===== src/rtl/hsec_pkg.sv =====
package hsec_pkg;

  // Strobes from control to datapath
  typedef struct packed {
    logic encLoad;
    logic decLoad;
  } hsecStrobe_t;

  // Smallest r with m + r + 1 <= 2**r
  function automatic int chkBits(int m);
    for (int r = 1; r < 31; r++) begin
      if ((m + r + 1) <= (1 << r)) return r;
    end
    return 31;
  endfunction

endpackage


===== src/rtl/hsec_ctrl.sv =====
module hsec_ctrl
  import hsec_pkg::*;
(
  input  logic        clk,
  input  logic        rstN,
  input  logic        encValid,
  input  logic        decValid,
  output hsecStrobe_t strobe,
  output logic        encOutValid,
  output logic        decOutValid
);

  always_comb begin
    strobe.encLoad = encValid;
    strobe.decLoad = decValid;
  end

  always_ff @(posedge clk) begin
    if (!rstN) begin
      encOutValid <= 1'b0;
      decOutValid <= 1'b0;
    end else begin
      encOutValid <= encValid;
      decOutValid <= decValid;
    end
  end

  // output valid follows input valid by one cycle
  a_r6_enc_follow: assert property (@(posedge clk) disable iff (!rstN)
    encValid |=> encOutValid);
  a_r6_dec_follow: assert property (@(posedge clk) disable iff (!rstN)
    !decValid |=> !decOutValid);

endmodule


===== src/rtl/hsec_datapath.sv =====
module hsec_datapath
  import hsec_pkg::*;
#(
  parameter int DATA_W = 16,
  parameter int CHK_W  = 5,
  parameter int CODE_W = DATA_W + CHK_W
) (
  input  logic              clk,
  input  logic              rstN,
  input  hsecStrobe_t       strobe,
  input  logic [DATA_W-1:0] encData,
  input  logic [CODE_W-1:0] decCode,
  output logic [CODE_W-1:0] encCode,
  output logic [DATA_W-1:0] decData,
  output logic [CHK_W-1:0]  decSyndrome,
  output logic              decError
);

  function automatic logic [CODE_W-1:0] encodeWord(logic [DATA_W-1:0] d);
    logic [CODE_W-1:0] w;
    logic              par;
    int                k;
    w = '0;
    k = DATA_W - 1;
    for (int p = 1; p <= CODE_W; p++) begin
      if ((p & (p - 1)) != 0) begin
        w[CODE_W-p] = d[k];
        k--;
      end
    end
    for (int i = 0; i < CHK_W; i++) begin
      par = 1'b0;
      for (int p = 1; p <= CODE_W; p++) begin
        if (((p >> i) & 1) != 0) par = par ^ w[CODE_W-p];
      end
      w[CODE_W-(1 << i)] = par;
    end
    return w;
  endfunction

  function automatic logic [CHK_W-1:0] syndromeOf(logic [CODE_W-1:0] w);
    logic [CHK_W-1:0] s;
    s = '0;
    for (int i = 0; i < CHK_W; i++) begin
      for (int p = 1; p <= CODE_W; p++) begin
        if (((p >> i) & 1) != 0) s[i] = s[i] ^ w[CODE_W-p];
      end
    end
    return s;
  endfunction

  function automatic logic [DATA_W-1:0] extractData(logic [CODE_W-1:0] w);
    logic [DATA_W-1:0] d;
    int                k;
    d = '0;
    k = DATA_W - 1;
    for (int p = 1; p <= CODE_W; p++) begin
      if ((p & (p - 1)) != 0) begin
        d[k] = w[CODE_W-p];
        k--;
      end
    end
    return d;
  endfunction

  logic [CHK_W-1:0]  synNow;
  logic [CODE_W-1:0] flipMask;
  logic [DATA_W-1:0] fixedData;

  always_comb begin
    synNow = syndromeOf(decCode);
    // one-hot flip mask, empty when syndrome is 0 or out of range
    for (int p = 1; p <= CODE_W; p++) begin
      flipMask[CODE_W-p] = (int'(synNow) == p);
    end
    fixedData = extractData(decCode ^ flipMask);
  end

  always_ff @(posedge clk) begin
    if (!rstN) begin
      encCode     <= '0;
      decData     <= '0;
      decSyndrome <= '0;
      decError    <= 1'b0;
    end else begin
      if (strobe.encLoad) encCode <= encodeWord(encData);
      if (strobe.decLoad) begin
        decData     <= fixedData;
        decSyndrome <= synNow;
        decError    <= (synNow != '0);
      end
    end
  end

  // every freshly encoded word has a clean syndrome
  a_r2_clean_code: assert property (@(posedge clk) disable iff (!rstN)
    strobe.encLoad |=> (syndromeOf(encCode) == '0));
  // zero syndrome means the received word is exactly the re-encoded data
  a_r3_no_change: assert property (@(posedge clk) disable iff (!rstN)
    strobe.decLoad |=> ((decSyndrome != '0) || (encodeWord(decData) == $past(decCode))));
  // a corrected word is one bit away from the received word
  a_r4_one_flip: assert property (@(posedge clk) disable iff (!rstN)
    strobe.decLoad |=> ((decSyndrome == '0) || (int'(decSyndrome) > CODE_W) ||
      ($countones(encodeWord(decData) ^ $past(decCode)) == 1)));
  // results hold while no request arrives
  a_r6_enc_hold: assert property (@(posedge clk) disable iff (!rstN)
    !strobe.encLoad |=> $stable(encCode));
  a_r6_dec_hold: assert property (@(posedge clk) disable iff (!rstN)
    !strobe.decLoad |=> ($stable(decData) && $stable(decSyndrome) && $stable(decError)));

endmodule


===== src/rtl/hsec_top.sv =====
module hsec_top
  import hsec_pkg::*;
#(
  parameter int DATA_W = 16,
  localparam int CHK_W  = chkBits(DATA_W),
  localparam int CODE_W = DATA_W + CHK_W
) (
  input  logic              clk,
  input  logic              rstN,
  input  logic              encValid,
  input  logic [DATA_W-1:0] encData,
  input  logic              decValid,
  input  logic [CODE_W-1:0] decCode,
  output logic              encOutValid,
  output logic [CODE_W-1:0] encCode,
  output logic              decOutValid,
  output logic [DATA_W-1:0] decData,
  output logic [CHK_W-1:0]  decSyndrome,
  output logic              decError
);

  hsecStrobe_t strobe;

  hsec_ctrl u_ctrl (
    .clk         (clk),
    .rstN        (rstN),
    .encValid    (encValid),
    .decValid    (decValid),
    .strobe      (strobe),
    .encOutValid (encOutValid),
    .decOutValid (decOutValid)
  );

  hsec_datapath #(
    .DATA_W (DATA_W),
    .CHK_W  (CHK_W),
    .CODE_W (CODE_W)
  ) u_dp (
    .clk         (clk),
    .rstN        (rstN),
    .strobe      (strobe),
    .encData     (encData),
    .decCode     (decCode),
    .encCode     (encCode),
    .decData     (decData),
    .decSyndrome (decSyndrome),
    .decError    (decError)
  );

  // both valids low in the cycle after reset
  a_r7_reset_quiet: assert property (@(posedge clk)
    !rstN |=> (!encOutValid && !decOutValid));

endmodule


===== config.mk =====
export PLATFORM = sky130hd
export DESIGN_NAME = hsec_top
export DESIGN_NICKNAME = d
export VERILOG_FILES = /design/src/rtl/hsec_pkg.sv /design/src/rtl/hsec_ctrl.sv /design/src/rtl/hsec_datapath.sv /design/src/rtl/hsec_top.sv
export SDC_FILE = /design/constraint.sdc
export NUM_CORES = 1
export LEC_CHECK = 0
export CORE_MARGIN = 3
export CORE_UTILIZATION = 40
export CTS_CLUSTER_SIZE = 16
export DETAILED_ROUTE_END_ITERATION = 6
export PLACE_DENSITY = 0.84
export REMOVE_ABC_BUFFERS = 1
export SETUP_SLACK_MARGIN = 0.1
export SLEW_MARGIN = 25
export SYNTH_ARGS = -nofsm -noshare
export SYNTH_HDL_FRONTEND = slang
export SYNTH_HIERARCHICAL = 1
export SYNTH_SLANG_ARGS = --single-unit

===== constraint.sdc =====
create_clock -name clk -period 3.87 [get_ports clk]
set_clock_uncertainty 0.15 [all_clocks]
set_input_delay 0.774 -clock clk [delete_from_list [all_inputs] [get_ports clk]]
set_output_delay 0.774 -clock clk [all_outputs]
set_load 0.03 [all_outputs]

==> flow_summary_export.csv <==
group,metric,value,unit
routing,drtIter0Drc,67,
timing,finalCritPeriodShare,0.822,
timing,finalSetupViolations,0,
clock_tree,cts_tree,"done",
clock_tree,cts_sinks,45,
floorplan,dieHeight,83.9,µm
synth,syn_avg_cell_area,9.68,µm²
clock_tree,cts_root_buf,"clkbuf_8",
grt,overflow,0,
timing,timing_hold_violations_final,0,
routing,vias_per_cell,5.16,
clock_tree,clock_latency,280,ps
synth,yosys_warnings,6,
routing,detail_route.first_pass.iterations,4,
synth,synth_cell_types,29,
timing,relSlewSlack,0.439,
clock_tree,cts_buffers,5,
min_path,hold_path.class,"register to register",
grt,grt_start_max_net_pins,44,
routing,drcViolationCount,0,
placed_design,dpl.hpwl,4.69,mm
worst_setup_path,setup.worst_path.class,"input pin to register",
clock_tree,path_clk_slew,80,ps
floorplan,start_util,0.428,
timing,worst_pin_slew,838,ps
power,leakagePower,1.30,nW
routing,detail-route-antenna-nets,0,
floorplan,dieWidth,83.9,µm
placed_design,dp.cells,395,
synth,async_flop_share,0,
grt,grt_pass1_wl,10.0,mm
grt,antenna_found_initial,0,
clock_tree,h-tree-depth,2,
job,cap_violations,0,
clock_tree,cts_resized,0,
timing,rsz0062_at_grt,"no",
synth,synth-main-ff-cell,"dfxtp_1",
layout,finalNetCount,371,
synth,synth_edf_count,0,
layout,utilization,0.603,
floorplan,row_count,27,
placed_design,io_buffers,85,
timing,min_period,3180,ps
grt,track_usage,0.174,
grt,first_global_vias,2119,
synth,synthCells,251,
worst_setup_path,cp.arrival,3240,ps
timing,fmax,314,MHz
worst_setup_path,crit_required,3930,ps
layout,fin_cells,403,
clock_tree,post_cts_buffers,0,
synth,synthTopCellsByArea,"dfxtp_1 37%, xnor2_1 15%, mux2i_1 9.5%, o21ai_0 6.4%, nor2b_1 5.2%",
power,p_per_area,429,nW/µm²
synth,ys_ff_latch,45,
worst_setup_path,end_kind,"register",
synth,netlist_area,2430,µm²
synth,yosysTopAreaCellShare,0.371,
worst_setup_path,critPathMaxFanout,9,
routing,drt_wl_total,6.04,mm
floorplan,ios,86,
clock_tree,cts_hold_buf,0,
floorplan,dieArea,7040,µm²
timing,drv_slew,0,
placed_design,gp_congestion,0.866,
clock_tree,clockBufferDepth,2,
synth,synth_sequential_area_ratio,0.371,
floorplan,core_region_area,5680,µm²
routing,wl_per_cell,15.0,µm
routing,vias,2081,
synth,synth_area_leader_cell,"dfxtp_1",
run_status,status,"finished, final reports clean",
timing,fin_tns_setup,0,ps
layout,layout-drive-gt1-share,0.0544,
layout,areaGrowthSynthToFinish,41.0,%
worst_setup_path,startpoint_type,"input pin",
power,irDropWorstVdd,0.251,mV
layout,n_antenna_cell,0,
==> Yosys cell counts, types with 3 or more instances <==
master and count:
dfxtp_1 45, xnor2_1 42, o21ai_0 31, mux2i_1 23
nor2b_1 20, a31oi_1 16, or3_1 14, clkbuf_1 12
xor2_1 9, nand2_1 5, and2_1 4, o211a_1 4
nand3_1 3, xnor3_1 3
==> worst max-delay path, stage by stage <==
cell,delay (ps)
clkdlybuf4s50_1,500
xnor2_1,320
xnor3_1,420
xnor2_2,220
or3_4,450
or3_1,360
a31oi_1,190
==> cell usage in the layout, fill, tap and decap left out, drive strengths merged <==
cell type | Yosys | final
nand2 | 5 | 5
xor2 | 9 | 9
clkdlybuf4s50 | 0 | 85
mux2i | 23 | 23
nor2b | 20 | 20
xnor3 | 4 | 4
o21ai | 31 | 31
o41ai | 1 | 1
a31oi | 16 | 16
clkinv | 0 | 1
xnor2 | 44 | 44
a21oi | 1 | 1
nand3 | 3 | 3
or2 | 1 | 1
nor3 | 1 | 1
inv | 2 | 2
and2 | 4 | 4
nand4 | 1 | 1
buf | 4 | 3
and2b | 1 | 1
nand2b | 2 | 2
dfxtp | 45 | 45
or3b | 1 | 1
clkbuf | 12 | 7
or3 | 16 | 16
o211a | 4 | 4
==> final timing paths <==
kind | slack [ps] | cells after the start | startpoint | endpoint
hold reg to reg | 340 | 1 | u_dp/decSyndrome[1]$_SDFFE_PN0P_ | u_dp/decSyndrome[1]$_SDFFE_PN0P_
hold / removal | 340 | 1 | u_dp/decSyndrome[1]$_SDFFE_PN0P_ | u_dp/decSyndrome[1]$_SDFFE_PN0P_
setup / recovery | 690 | 7 | decCode[0] | u_dp/decData[3]$_SDFFE_PN0P_
setup reg to reg | 3000 | 2 | u_dp/decData[3]$_SDFFE_PN0P_ | u_dp/decData[3]$_SDFFE_PN0P_
==> through the flow <==
stage	area [µm²]	hold slack (ps)	worst slack [ps]	power, mW
floorplan	2360	490	1130	0.936
global placement	3320	320	522	1.16
detailed placement	3320	321	426	1.17
CTS	3420	345	707	1.48
global route	3420	369	520	1.55
finish	3420	340	687	1.47
==> cell type report <==
class	instances	area, µm²
fillers	500	2250
clock inverters	1	5.00
flip-flops and latches	45	901
well taps	72	90.1
clock buffers	7	96.3
multi-input cells	188	1450
inverters	2	7.51
repair buffers	88	873
==> logic make-up (layout without fill, tap and decap cells) <==
family,Yosys count,in the layout,synth area share
multiplexers,23,23,0.0948
flip-flops,45,45,0.371
AND/OR/NAND/NOR,55,55,0.141
AO/OA/AOI/OAI,53,53,0.127
XOR/XNOR,57,57,0.235
buffers and inverters,18,98,0.0314
==> per-layer routing <==
layer,part of all wire,global-route usage
met1,0.43,0.217
met2,0.47,0.292
met3,0.088,0.0503
met4,0.016,0.0512
met5,0,0
==> sequential cells by signal, summed over array words and instances (netlist names) <==
| name | cells |
|---|---|
| u_ctrl/encOutValid | 1 |
| u_ctrl/decOutValid | 1 |
| u_dp/decData | 16 |
| u_dp/encCode | 21 |
| u_dp/decError | 1 |
| u_dp/decSyndrome | 5 |
==> report_power, final <==
part | switching [mW] | leakage [nW] | internal, mW
Combinational | 0.348 | 0.868 | 0.280
Clock | 0.148 | 0.0542 | 0.161
Sequential | 0.0233 | 0.373 | 0.508
Total | 0.519 | 1.30 | 0.950
Note: power is estimated with default switching activity, not from simulation.
